## src/rtl/bt656_cap_pkg.sv

```systemverilog
package bt656_cap_pkg;

   typedef enum logic [1:0] {
      CS_IDLE  = 2'd0,
      CS_ARMED = 2'd1,
      CS_RUN   = 2'd2
   } cap_state_e;

   typedef struct packed {
      logic f;
      logic v;
      logic h;
   } trs_flags_t;

endpackage

```

## src/rtl/bt656_trs_find.sv

```systemverilog
module bt656_trs_find
   import bt656_cap_pkg::*;
#(
   parameter int DATA_W = 8
) (
   input  logic              clk,
   input  logic              rst_n,
   input  logic [DATA_W-1:0] din,
   output logic              trs_stb,
   output trs_flags_t        flags
);
   localparam int DEPTH = 3;
   localparam logic [DATA_W-1:0] ALL_ONE  = '1;
   localparam logic [DATA_W-1:0] ALL_ZERO = '0;

   logic [DATA_W-1:0] hist [DEPTH];
   logic              match;

   // hist[0] is the newest byte
   generate
      for (genvar s = 0; s < DEPTH; s++) begin : g_hist
         always_ff @(posedge clk) begin
            if (!rst_n) hist[s] <= '0;
            else if (s == 0) hist[s] <= din;
            else hist[s] <= hist[s-1];
         end
      end
   endgenerate

   assign match = (hist[2] == ALL_ONE) && (hist[1] == ALL_ZERO) && (hist[0] == ALL_ZERO);

   always_ff @(posedge clk) begin
      if (!rst_n) begin
         trs_stb <= 1'b0;
         flags   <= '{f: 1'b0, v: 1'b1, h: 1'b1};
      end else begin
         trs_stb <= match;
         if (match) begin
            flags.f <= din[DATA_W-2];
            flags.v <= din[DATA_W-3];
            flags.h <= din[DATA_W-4];
         end
      end
   end
endmodule

```

## src/rtl/bt656_timing_state.sv

```systemverilog
module bt656_timing_state (
   input  logic clk,
   input  logic rst_n,
   input  logic trs_stb,
   input  logic f_in,
   input  logic v_in,
   input  logic h_in,
   output logic field,
   output logic vblank,
   output logic hblank
);
   always_ff @(posedge clk) begin
      if (!rst_n) begin
         field  <= 1'b0;
         vblank <= 1'b1;
         hblank <= 1'b1;
      end else if (trs_stb) begin
         field  <= f_in;
         vblank <= v_in;
         hblank <= h_in;
      end
   end
endmodule

```

## src/rtl/bt656_line_gate.sv

```systemverilog
module bt656_line_gate #(
   parameter int LINE_BYTES = 1440
) (
   input  logic clk,
   input  logic rst_n,
   input  logic trs_stb,
   input  logic f_in,
   input  logic v_in,
   input  logic h_in,
   output logic first_now,
   output logic act_now,
   output logic line_field
);
   localparam int CNT_W = (LINE_BYTES > 2) ? $clog2(LINE_BYTES) : 1;
   localparam logic [CNT_W-1:0] LAST_REM = CNT_W'(LINE_BYTES - 1);

   logic             in_line_q;
   logic [CNT_W-1:0] rem_q;
   logic             lf_q;

   assign first_now  = trs_stb && !h_in && !v_in;
   assign act_now    = first_now || in_line_q;
   assign line_field = first_now ? f_in : lf_q;

   always_ff @(posedge clk) begin
      if (!rst_n) begin
         in_line_q <= 1'b0;
         rem_q     <= '0;
         lf_q      <= 1'b0;
      end else if (first_now) begin
         in_line_q <= 1'b1;
         rem_q     <= LAST_REM;
         lf_q      <= f_in;
      end else if (in_line_q) begin
         rem_q <= rem_q - 1'b1;
         if (rem_q == CNT_W'(1)) in_line_q <= 1'b0;
      end
   end
endmodule

```

## src/rtl/bt656_capture_ctrl.sv

```systemverilog
module bt656_capture_ctrl
   import bt656_cap_pkg::*;
(
   input  logic clk,
   input  logic rst_n,
   input  logic capture_req,
   input  logic trs_stb,
   input  logic f_in,
   input  logic v_in,
   input  logic first_now,
   output logic gate,
   output logic clr_ovf,
   output logic busy
);
   cap_state_e st_q;
   logic       primed_q;
   logic       seen_f1_q;
   logic       start_hit;

   assign start_hit = (st_q == CS_ARMED) && first_now && primed_q && !f_in;
   assign gate      = (st_q == CS_RUN) || start_hit;
   assign clr_ovf   = (st_q == CS_IDLE) && capture_req;
   assign busy      = (st_q != CS_IDLE);

   always_ff @(posedge clk) begin
      if (!rst_n) begin
         st_q      <= CS_IDLE;
         primed_q  <= 1'b0;
         seen_f1_q <= 1'b0;
      end else begin
         unique case (st_q)
            CS_IDLE: begin
               if (capture_req) begin
                  st_q      <= CS_ARMED;
                  primed_q  <= 1'b0;
                  seen_f1_q <= 1'b0;
               end
            end
            CS_ARMED: begin
               if (trs_stb && v_in) primed_q <= 1'b1;
               if (start_hit) st_q <= CS_RUN;
            end
            CS_RUN: begin
               if (first_now && f_in) seen_f1_q <= 1'b1;
               if (trs_stb && v_in && seen_f1_q) st_q <= CS_IDLE;
            end
            default: st_q <= CS_IDLE;
         endcase
      end
   end
endmodule

```

## src/rtl/bt656_fifo_stage.sv

```systemverilog
module bt656_fifo_stage #(
   parameter int DATA_W = 8
) (
   input  logic              clk,
   input  logic              rst_n,
   input  logic [DATA_W-1:0] din,
   input  logic              act_now,
   input  logic              gate,
   input  logic              first_now,
   input  logic              line_field,
   input  logic              fifo_full,
   input  logic              clr_ovf,
   output logic              fifo_we,
   output logic [DATA_W+1:0] fifo_wdata,
   output logic              overflow
);
   logic pend_q;

   assign fifo_we = pend_q && !fifo_full;

   always_ff @(posedge clk) begin
      if (!rst_n) begin
         pend_q     <= 1'b0;
         fifo_wdata <= '0;
         overflow   <= 1'b0;
      end else begin
         pend_q <= act_now && gate;
         if (act_now && gate) fifo_wdata <= {line_field, first_now, din};
         if (clr_ovf) overflow <= 1'b0;
         else if (pend_q && fifo_full) overflow <= 1'b1;
      end
   end
endmodule

```

## src/rtl/bt656_capture.sv

```systemverilog
module bt656_capture
   import bt656_cap_pkg::*;
#(
   parameter int DATA_W     = 8,
   parameter int LINE_BYTES = 1440
) (
   input  logic              clk,
   input  logic              rst_n,
   input  logic [DATA_W-1:0] vid_byte,
   input  logic              capture_req,
   input  logic              fifo_full,
   output logic              fifo_we,
   output logic [DATA_W+1:0] fifo_wdata,
   output logic              busy,
   output logic              overflow,
   output logic              field,
   output logic              vblank,
   output logic              hblank
);
   generate
      if (DATA_W != 8 && DATA_W != 10) begin : g_bad_width
         $error("bt656_capture: DATA_W must be 8 or 10");
      end
      if (LINE_BYTES < 2) begin : g_bad_line
         $error("bt656_capture: LINE_BYTES must be at least 2");
      end
   endgenerate

   logic       trs_stb;
   trs_flags_t flags;
   logic       first_now, act_now, line_field, gate, clr_ovf;

   bt656_trs_find #(.DATA_W(DATA_W)) u_find (
      .clk(clk), .rst_n(rst_n), .din(vid_byte), .trs_stb(trs_stb), .flags(flags)
   );

   bt656_timing_state u_state (
      .clk(clk), .rst_n(rst_n), .trs_stb(trs_stb),
      .f_in(flags.f), .v_in(flags.v), .h_in(flags.h),
      .field(field), .vblank(vblank), .hblank(hblank)
   );

   bt656_line_gate #(.LINE_BYTES(LINE_BYTES)) u_gate (
      .clk(clk), .rst_n(rst_n), .trs_stb(trs_stb),
      .f_in(flags.f), .v_in(flags.v), .h_in(flags.h),
      .first_now(first_now), .act_now(act_now), .line_field(line_field)
   );

   bt656_capture_ctrl u_ctrl (
      .clk(clk), .rst_n(rst_n), .capture_req(capture_req), .trs_stb(trs_stb),
      .f_in(flags.f), .v_in(flags.v), .first_now(first_now),
      .gate(gate), .clr_ovf(clr_ovf), .busy(busy)
   );

   bt656_fifo_stage #(.DATA_W(DATA_W)) u_wr (
      .clk(clk), .rst_n(rst_n), .din(vid_byte), .act_now(act_now), .gate(gate),
      .first_now(first_now), .line_field(line_field), .fifo_full(fifo_full),
      .clr_ovf(clr_ovf), .fifo_we(fifo_we), .fifo_wdata(fifo_wdata), .overflow(overflow)
   );
endmodule

```

## config.mk

```make
export PLATFORM = sky130hd
export DESIGN_NAME = bt656_capture
export DESIGN_NICKNAME = d
export VERILOG_FILES = /design/src/rtl/bt656_cap_pkg.sv /design/src/rtl/bt656_trs_find.sv /design/src/rtl/bt656_timing_state.sv /design/src/rtl/bt656_line_gate.sv /design/src/rtl/bt656_capture_ctrl.sv /design/src/rtl/bt656_fifo_stage.sv /design/src/rtl/bt656_capture.sv
export SDC_FILE = /design/constraint.sdc
export NUM_CORES = 1
export LEC_CHECK = 0
export BUFFER_PORTS_ARGS = -buffer_cell sky130_fd_sc_hd__buf_2
export CORE_MARGIN = 2
export CORE_UTILIZATION = 49
export DETAILED_ROUTE_END_ITERATION = 6
export PLACE_DENSITY_LB_ADDON = 0.08
export SLEW_MARGIN = 20
export SYNTH_ARGS = -nofsm -noshare
export SYNTH_HDL_FRONTEND = slang
export SYNTH_SLANG_ARGS = --single-unit
```

## constraint.sdc

```tcl
create_clock -name clk -period 2.55 [get_ports clk]
set_input_delay 0.765 -clock clk [delete_from_list [all_inputs] [get_ports clk]]
set_output_delay 0.765 -clock clk [all_outputs]
set_load 0.01 [all_outputs]
```

==> results of run 1 <==
-- logic make-up after synthesis --
group | Yosys count
buffers and inverters | 20
AO/OA/AOI/OAI | 22
XOR/XNOR | 10
flip-flops | 60
adder cells (fa/ha/maj) | 2
AND/OR/NAND/NOR | 96
multiplexers | 12
-- Yosys cell counts, types with 5 or more instances --
master / instances
sky130_fd_sc_hd__mux2i_1: 11
sky130_fd_sc_hd__nor4_1: 5
sky130_fd_sc_hd__and2_1: 18
sky130_fd_sc_hd__nand3_1: 9
sky130_fd_sc_hd__clkbuf_1: 7
sky130_fd_sc_hd__nor2b_1: 7
sky130_fd_sc_hd__dfxtp_1: 60
sky130_fd_sc_hd__xor2_1: 6
sky130_fd_sc_hd__nor2_1: 10
sky130_fd_sc_hd__o21ai_0: 7
sky130_fd_sc_hd__nand2_1: 23
sky130_fd_sc_hd__o21a_1: 10
sky130_fd_sc_hd__inv_1: 11
-- state kept, by name, indices dropped and copies added, names as in the netlist --
name              flops
u_ctrl.primed_q       1
u_ctrl.seen_f1_q      1
u_ctrl.st_q           2
u_find.flags          3
u_find.hist          24
u_find.trs_stb        1
u_gate.in_line_q      1
u_gate.lf_q           1
u_gate.rem_q         11
u_state.field         1
u_state.hblank        1
u_state.vblank        1
u_wr.fifo_wdata      10
u_wr.overflow         1
u_wr.pend_q           1
-- per-layer routing --
layer  track usage, %  vias up
met2             25.0       21
met4             6.29        0
met1             21.6      690
met5                0        -
li1                 -      809
met3             6.75        2
-- final cells by class --
type,instances,area (um^2)
inverter,11,41.3
sequential,60,1200
tap,52,65.1
fill,382,1810
clock buffer,9,124
timing repair buffer,29,150
multi-input combinational,142,928
clock inverter,6,32.5
-- worst min-delay path: cells and delay by family (launching register included) --
kind	cells	cell delay, ns
flops	1	0.31
mux	1	0.05
simple gates	1	0.05
-- report_power, final --
| group | switching [mW] | internal, mW | leakage [nW] | total, mW |
|---|---|---|---|---|
| clock | 0.343 | 0.337 | 0.0844 | 0.680 |
| combinational | 0.0259 | 0.0191 | 0.536 | 0.0450 |
| sequential | 0.00764 | 0.954 | 0.488 | 0.961 |
| total | 0.377 | 1.31 | 1.11 | 1.69 |
-- worst max path at each step --
| stage | end | depth (start not counted) | slack [ns] | start |
|---|---|---|---|---|
| global route | u_wr.fifo_wdata[9]$_SDFFE_PN0P_ | 6 | 0.62 | u_find.trs_stb$_SDFF_PN0_ |
| CTS | busy | 2 | 0.67 | u_ctrl.st_q[1]$_SDFFE_PN0P_ |
| finish | busy | 2 | 0.68 | u_ctrl.st_q[0]$_SDFFE_PN0P_ |
| floorplan | fifo_we | 1 | 0.84 | fifo_full |
| global placement | u_ctrl.seen_f1_q$_SDFFE_PN0P_ | 3 | 0.59 | rst_n |
| detailed placement | u_ctrl.seen_f1_q$_SDFFE_PN0P_ | 3 | 0.55 | rst_n |
-- through the flow --
stage	std cells	power, mW	util (%)
2_1_floorplan	222	1.01	-
3_3_place_gp	294	1.03	54.8
3_5_place_dp	294	1.03	54.8
4_1_cts	309	1.71	58.4
5_1_grt	309	1.77	58.4
6_report	309	1.69	58.4
-- placed cells by master (no fill, tap or decap), types with 2 or more instances in the layout --
cell type	netlist	final
sky130_fd_sc_hd__inv_1	11	11
sky130_fd_sc_hd__and4_1	3	3
sky130_fd_sc_hd__nor4_1	5	5
sky130_fd_sc_hd__nor3_1	2	2
sky130_fd_sc_hd__nand3_1	9	9
sky130_fd_sc_hd__nand4_1	3	3
sky130_fd_sc_hd__buf_2	1	27
sky130_fd_sc_hd__nor4b_1	3	3
sky130_fd_sc_hd__ha_1	2	2
sky130_fd_sc_hd__o21a_1	10	10
sky130_fd_sc_hd__dfxtp_1	60	60
sky130_fd_sc_hd__nand2b_1	4	4
sky130_fd_sc_hd__a21oi_1	4	4
sky130_fd_sc_hd__and2_1	18	18
sky130_fd_sc_hd__clkbuf_8	0	9
sky130_fd_sc_hd__o21ai_0	7	7
sky130_fd_sc_hd__xor2_1	6	6
sky130_fd_sc_hd__xnor2_1	4	4
sky130_fd_sc_hd__nor2_1	10	10
sky130_fd_sc_hd__buf_4	0	2
sky130_fd_sc_hd__nor2b_1	7	7
sky130_fd_sc_hd__mux2i_1	11	11
sky130_fd_sc_hd__clkinv_2	0	5
sky130_fd_sc_hd__nand2_1	23	23
==> results summary, run 1 <==
The share of the synthesized area in compound gates (AO/OA/AOI/OAI) came out at 6.22%. The wire length the detailed router placed on met1 is 1910 um. TritonCTS built the clock tree. The static leakage is 1.11 nW. The clock latency of the later-clocked register in the worst-skew pair is 0.32 ns. The cell area after layout is 0.00254 mm^2.

The number of synthesized register bits came out at 60. The cell area power density came out at 663 mW/mm^2. The synthesized netlist contains 34 unique library cells.

The number of sinks driven by the clock tree is 60. Counting flops with an async set or reset pin after synthesis yields a share of 0%. The highest metal layer used by the detailed router is met4. The clock-pin slew on the worst setup and hold paths is 0.07 ns. Traced cell by cell, the critical path runs through or2_2 -> buf_2. The total core area is 0.00435 mm^2.

The critical path endpoint category is an output port. The number of buffers inserted for hold repair after clock tree synthesis came out at 0. The worst setup path is launched from a flip-flop.

The proportion of synthesized chip area in sequential cells came out at 54.3%. Summed over all failing endpoints, the final setup total negative slack is 0 ns. After detailed routing, the met3 layer carries 99 um of wire. The post-CTS setup repair buffer count came out at 0. The number of H-tree levels came out at 3. The net count after synthesis came out at 236.

The number of global-route vias before repair came to 1542. The first-pass iteration count of the detailed router came out at 4. The antenna cell count came out at 0. For the pin with the worst max-slew slack, the measured transition is 0.857 ns.

The weighted congestion at the end of routability-driven global placement is 0.741. The worst-case IR drop observed on VDD is 0.000455 V. After Yosys synthesis, full adders, half adders and majority gates account for 1.13% of the synthesized area. The ratio of routed vias to standard cells is 4.93. The post-detailed-route count of antenna-violating nets came out at 0.

The predominant post-synthesis flop cell is sky130_fd_sc_hd__dfxtp_1. Port buffering added 27 buffers. The site row count came out at 24.

The time the worst path needs with I/O delays and setup is 1.87 ns. The instance count of the mapped netlist is 222. The horizontal extent of the die came out at 71.2 um. Max-cap violations in this run came to 0. The number of antenna violations at the first check in global routing came to 0.

In this run the worst path has a maximum fanout of 7. The largest stage delay on the critical path came out at 0.37 ns. The total of endpoints with negative setup slack in the final report is 0. The leading area contributor after synthesis is sky130_fd_sc_hd__dfxtp_1. The relative slew slack came out at 42.9%. The data arrival at the endpoint of the critical path is 1.10 ns. The average size of a mapped cell is 9.97 um^2. The number of failing hold endpoints at the final stage came out at 0. The routed layout has 1522 vias. The share of the synthesized netlist area taken by xor and xnor gates is 3.96%. The worst setup timing slack at the placement stage came out at 0.547 ns.

Once detailed placement completed, the half-perimeter wirelength came to 2470 um. The effective utilization at floorplan came out at 50.8%. The class of the tightest hold or removal check is flip-flop to flip-flop. The period utilization came out at 73.3%.

The global-route wire length before repair is 6690 um. The number of clock buffers inserted by TritonCTS came out at 9. The largest net degree at the start of global routing came out at 59.

The met2 routed wirelength came out at 1640 um. The final max-slew violation count came out at 0. The total of cells resized after clock tree synthesis is 0. The average wire per standard cell came out at 11.9 um. Yosys attributes the largest share of cell area to sky130_fd_sc_hd__dfxtp_1 (54%), sky130_fd_sc_hd__and2_1 (5.1%), sky130_fd_sc_hd__mux2i_1 (5.0%).

For hold timing, the worst endpoint is u_wr.fifo_wdata[3]$_SDFFE_PN0P_. In this run the count of I/O pins placed on the die edge is 28. The number of buffers and inverters on the critical path came out at 1.

The cell area after synthesis is 0.00221 mm^2. The total of warnings raised by yosys is 0. The violation count after the first detailed-route iteration came out at 38. The die height came out at 71.2 um. The post-synthesis mux area share is 5.48%. The maximum count of clock buffers along a single path is 2. The global routing usage summed across all routing layers came out at 16.7%. In this run, synthesis inferred 0 flip-flops with an integrated enable. The area growth from synthesis to layout came out at 14.9%. At the worst endpoint, the required time is 1.79 ns. Cells with a size suffix above 1 make up 18.3% of the layout. In this run the clock root is driven by a sky130_fd_sc_hd__clkbuf_8. The total detailed-routing wirelength is 3670 um. The number of DRC violations after detailed routing is 0. The kind of critical path is flip-flop to output port. The total die area is 0.00507 mm^2.

The post-detailed-placement cell area is 0.00239 mm^2. The flow ran to the end, and the final reports show no timing, DRC or antenna violations. Setup repair after global routing left no endpoint under its margin. The worst-case hold slack came out at 0.451 ns. The endpoint identified for the worst register-to-register timing path is u_wr.fifo_wdata[9]$_SDFFE_PN0P_. The maximum clock rate came out at 0.535 GHz. The clock arrives with 0.00439 ns of skew. After synthesis, the largest family of logic cells by area is simple AND/OR/NAND/NOR gates. Setup slack on the critical path of the routed design comes to 0.681 ns. In this run the register-to-register setup slack is 0.81 ns. The worst hold path begins at u_wr.fifo_wdata[3]$_SDFFE_PN0P_. The depth of the worst register-to-register path is 6. The final-stage net count came out at 267. After synthesis, the largest area contributor takes up 54.3% of total cell area.

The largest individual stage delay along the critical path comes from the cell sky130_fd_sc_hd__dfxtp_1. The origin of the critical flop-to-flop path is u_find.trs_stb$_SDFF_PN0_. The post-synthesis share of cell area spent on and, or, nand and nor gates came out at 25.2%. The cell family contributing the most delay on the critical path is flip-flops.

The total global routing overflow is 0. The cell count of the worst hold path is 2.
(Power assumes the default switching activity.)
==> run 2: changes to the inputs <==
--- a/config.mk
+++ b/config.mk
@@ -5,6 +5,7 @@
 export SDC_FILE = /design/constraint.sdc
 export NUM_CORES = 1
 export LEC_CHECK = 0
+export ABC_AREA = 1
 export BUFFER_PORTS_ARGS = -buffer_cell sky130_fd_sc_hd__buf_2
 export CORE_MARGIN = 2
 export CORE_UTILIZATION = 49
==> constraint.sdc (replaced) <==
create_clock -name clk -period 1.8 [get_ports clk]
set_input_delay 0.54 -clock clk [delete_from_list [all_inputs] [get_ports clk]]
set_output_delay 0.54 -clock clk [all_outputs]
set_load 0.01 [all_outputs]
==> run 2 against run 1 <==
Effect of this change:
- die area grew 6.3%
- sequential share of layout area shrank 3.9 points
- final cell count grew 28%
- via count grew 22%
- design area grew 9.0%
- register-to-register slack lost 0.51 ns
- power grew 69%
- clock skew grew 0.0018 ns
- non-clock buffer count is the same
- core utilization grew 0.68 points
- largest cell class unchanged
==> results summary, run 2 <==
The cell-internal power came to 2.27 mW (was 1.31 mW). The static leakage came out at 1.48 nW (was 1.11 nW). The area share of the largest cell type after synthesis came out at 50.9% (was 54.3%). Largest registers: u_find.hist x24, u_gate.rem_q x11, u_wr.fifo_wdata x10 (unchanged). The total global routing overflow came to 0 (unchanged). The horizontal extent of the die is 73.4 um (was 71.2 um). The area growth from synthesis to layout came out at 17.4% (was 14.9%). The actual slew at the worst max-slew pin is 0.367 ns (was 0.857 ns). The cell area after layout is 0.00277 mm^2 (was 0.00254 mm^2).

The worst-case register-to-register setup slack was 0.30 ns (was 0.81 ns). Result of the run: completed (unchanged). The post-CTS setup repair buffer count was 0 (unchanged). The kind of critical path is flip-flop to flip-flop (was flip-flop to output port).

The endpoint of the lowest-slack register-to-register path is u_wr.fifo_wdata[5]$_SDFFE_PN0P_ (was u_wr.fifo_wdata[9]$_SDFFE_PN0P_). The class of the tightest hold or removal check is primary input to flip-flop (was flip-flop to flip-flop). The relative slew slack was 75.5% (was 42.9%). The detailed-placement wirelength estimate is 2950 um (was 2470 um). The total of endpoints with negative setup slack in the final report is 0 (unchanged).

The proportion of synthesized chip area in sequential cells came out at 50.9% (was 54.3%). The total of warnings raised by yosys came to 0 (unchanged). The async set or reset register ratio after synthesis is 0% (unchanged). The number of synthesized register bits is 60 (unchanged). The sequential cell fraction of total power was 47.9% (was 57.0%). The site row count was 25 (was 24).

The first-pass iteration count of the detailed router came to 4 (unchanged). The routed via count came out at 1853 (was 1522). The fraction of final layout cells sized beyond drive strength 1 is 16.8% (was 18.3%). The TritonCTS clock tree was done (unchanged). The total of cells resized after clock tree synthesis is 0 (unchanged). The number of buffers inserted for hold repair after clock tree synthesis came out at 0 (unchanged).

The cell area after synthesis is 0.00236 mm^2 (was 0.00221 mm^2). The cell count after placement is 379 (was 294). The total core area is 0.00469 mm^2 (was 0.00435 mm^2). The commonest non-fill, non-tap cell in the layout is sky130_fd_sc_hd__nand2_1 (was sky130_fd_sc_hd__dfxtp_1). The count of input and output buffers is 27 (unchanged).

The average wire per standard cell is 10.6 um (was 11.9 um). The global routing usage summed across all routing layers came out at 17.6% (was 16.7%). The number of global-route vias before repair is 1638 (was 1542). The highest-utilization routing layer at the global route stage was met2 (unchanged). The net count after synthesis came out at 318 (was 236). The number of sinks driven by the clock tree came out at 60 (unchanged). Of the available clock period, the critical path in the final layout requires 83.4%. The clock share of power came out at 49.1% (was 40.3%). The antenna cell count came out at 0 (unchanged). The clock latency of the later-clocked register in the worst-skew pair is 0.33 ns (was 0.32 ns). Unrepaired setup endpoints after global routing: no (unchanged). The ratio of routed vias to standard cells is 4.70 (was 4.93). The number of failing hold endpoints at the final stage is 0 (unchanged).

The area of the multi-input gates is 903 um^2 (was 928 um^2). The count of fill cells added during filler insertion came to 440 (was 382). Most frequent cells in the layout: sky130_fd_sc_hd__nand2_1 (73), sky130_fd_sc_hd__dfxtp_1 (60), sky130_fd_sc_hd__inv_1 (54) (was sky130_fd_sc_hd__dfxtp_1 (60), sky130_fd_sc_hd__buf_2 (27), sky130_fd_sc_hd__nand2_1 (23)). Leading post-synthesis cells by cell area: sky130_fd_sc_hd__dfxtp_1 (51%), sky130_fd_sc_hd__nand2_1 (12%), sky130_fd_sc_hd__inv_1 (8.6%) (was sky130_fd_sc_hd__dfxtp_1 (54%), sky130_fd_sc_hd__and2_1 (5.1%), sky130_fd_sc_hd__mux2i_1 (5.0%)).

The depth of the worst register-to-register path is 6 (unchanged). The total die area is 0.00539 mm^2 (was 0.00507 mm^2). The post-detailed-placement cell area came out at 0.00254 mm^2 (was 0.00239 mm^2). The register area came out at 0.00120 mm^2 (unchanged).

The final-stage net count is 350 (was 267). The switching part of the total came to 20.1% (was 22.3%). The most numerous cell in the Yosys netlist is sky130_fd_sc_hd__nand2_1 (was sky130_fd_sc_hd__dfxtp_1). The weighted congestion at the end of routability-driven global placement is 0.819 (was 0.741). The final setup skew is 0.00619 ns (was 0.00439 ns). For this run, the top clock speed supported by timing is 0.666 GHz.

The number of enable-type register cells in the synthesized netlist came out at 0 (unchanged). The setup total negative slack is 0 ns (unchanged). The critical path endpoint category is a flip-flop (was output port). The cell area power density came out at 1030 mW/mm^2 (was 663 mW/mm^2). The part of the power in combinational logic is 3.1% (was 2.7%). The data arrival at the endpoint of the critical path is 1.77 ns (was 1.10 ns). The leading area contributor after synthesis is sky130_fd_sc_hd__dfxtp_1 (unchanged).

The register ranked first by flip-flop count is u_find.hist (unchanged). The maximum ir drop on the vdd rail came to 0.000641 V (was 0.000455 V). The hold path startpoint is vid_byte[2] (was u_wr.fifo_wdata[3]$_SDFFE_PN0P_). The top-level I/O count came to 28 (unchanged). The met3 usage came out at 5.35% (was 6.75%). The average size of a mapped cell is 7.77 um^2 (was 9.97 um^2). The violation count after the first detailed-route iteration came out at 112 (was 38). The cell at the root of the clock tree was sky130_fd_sc_hd__clkbuf_8 (unchanged). The flip-flop count of the largest register, all copies and words added was 24 (unchanged).

The critical path launch point type was a flip-flop (unchanged). The cell count of the worst hold path came out at 3 (was 2). Top cell types by occurrence after synthesis: sky130_fd_sc_hd__nand2_1 (73), sky130_fd_sc_hd__dfxtp_1 (60), sky130_fd_sc_hd__inv_1 (54) (was sky130_fd_sc_hd__dfxtp_1 (60), sky130_fd_sc_hd__nand2_1 (23), sky130_fd_sc_hd__and2_1 (18)). The worst path required time is 2.06 ns (was 1.79 ns). The number of H-tree levels is 3 (unchanged). The biggest fanout along the worst timing path is 14 (was 7).

The met1 track demand over resource in global routing came out at 22.4% (was 21.6%). The net switching component of the power is 573 uW (was 377 uW). The total detailed-routing wirelength came out at 4170 um (was 3670 um). The global-route wire length before repair came out at 7150 um (was 6690 um). The predominant post-synthesis flop cell is sky130_fd_sc_hd__dfxtp_1 (unchanged).

The routing usage on met2 is 26.7% (was 25.0%). The post-detailed-route count of antenna-violating nets came out at 0 (unchanged). The maximum count of clock buffers along a single path is 2 (unchanged).

The final max-slew violation count came out at 0 (unchanged). The number of antenna violations at the first check in global routing is 0 (unchanged). The number of cells in the finished layout apart from fillers came out at 394 (was 309).

The number of DRC violations after detailed routing came out at 0 (unchanged). The effective utilization at floorplan came to 50.3% (was 50.8%). The worst hold path endpoint is u_find.hist[0][2]$_SDFF_PN0_ (was u_wr.fifo_wdata[3]$_SDFFE_PN0P_). The number of clock buffers inserted by TritonCTS was 9 (unchanged). The max-capacitance violation count is 0 (unchanged).

The number of distinct library cell variants in the gate-level netlist after synthesis is 27 (was 34). The die height was 73.4 um (was 71.2 um). The largest net degree at the start of global routing was 38 (was 59). The origin of the critical flop-to-flop path was u_find.trs_stb$_SDFF_PN0_ (unchanged). The clock-pin slew on the worst setup and hold paths came out at 0.07 ns (about the same). The instance count of the mapped netlist came to 304 (was 222). The worst path in the final design needs a cycle of 1.50 ns, including I/O delays and setup.
run 2: cells by family after synthesis:
| group | after synthesis | share of synthesized area (%) |
|---|---|---|
| DFF | 60 | 50.9 |
| buffers and inverters | 62 | 10.9 |
| and+or+nand+nor | 143 | 28.2 |
| xor gates and xnor gates | 3 | 1.11 |
| adders and majority gates | 2 | 1.06 |
| AOI/OAI and AO/OA | 34 | 7.90 |
run 2: routing by layer:
layer  routed length, um  vias to the layer above
met1                2030                      821
met5                   0                        -
met3                 168                        7
li1                    -                      992
met2                1910                       33
met4                  63                        0
run 2: critical path: stages, from the launching register on:
cell                      delay (ns)
sky130_fd_sc_hd__dfxtp_1        0.49
sky130_fd_sc_hd__nand2_2        0.15
sky130_fd_sc_hd__nor2_8         0.18
sky130_fd_sc_hd__nand3_4        0.23
sky130_fd_sc_hd__nand2_4        0.20
sky130_fd_sc_hd__nand2_1        0.08
sky130_fd_sc_hd__a21oi_1        0.11
run 2: power groups by stage:
stage          registers (mW)  logic, mW  clock network (mW)
3_5_place_dp             1.39     0.0895                   0
4_1_cts                  1.36     0.0898                1.42
6_report                 1.36     0.0879                1.40
5_1_grt                  1.36      0.103                1.48
3_3_place_gp             1.39     0.0883                   0
2_1_floorplan            1.39     0.0543                   0
run 2: final cells by class:
cell class	count	area share (%)
multi-input combinational	182	32.6
timing repair buffer	29	5.87
clock buffer	12	5.96
tap	54	2.44
clock inverter	3	2.48
inverter	54	7.31
sequential	60	43.3
run 2: how the worst max path moves through the flow:
| stage | end | depth (start not counted) | from |
|---|---|---|---|
| floorplan | u_state.vblank$_SDFFE_PN1P_ | 3 | rst_n |
| global placement | u_wr.fifo_wdata[6]$_SDFFE_PN0P_ | 6 | u_find.trs_stb$_SDFF_PN0_ |
| detailed placement | u_wr.fifo_wdata[5]$_SDFFE_PN0P_ | 6 | u_find.trs_stb$_SDFF_PN0_ |
| CTS | u_wr.fifo_wdata[5]$_SDFFE_PN0P_ | 6 | u_find.trs_stb$_SDFF_PN0_ |
| global route | u_wr.fifo_wdata[3]$_SDFFE_PN0P_ | 6 | u_find.trs_stb$_SDFF_PN0_ |
| finish | u_wr.fifo_wdata[5]$_SDFFE_PN0P_ | 6 | u_find.trs_stb$_SDFF_PN0_ |
run 2: per-stage QoR:
step	hold WS, ns	total power [mW]	setup WS (ns)	utilization [%]
detailed placement	0.425	1.48	0.294	54.1
floorplan	0.414	1.44	0.486	-
CTS	0.393	2.87	0.280	59.1
global placement	0.421	1.48	0.347	54.1
global route	0.420	2.94	0.146	59.1
finish	0.405	2.84	0.299	59.1
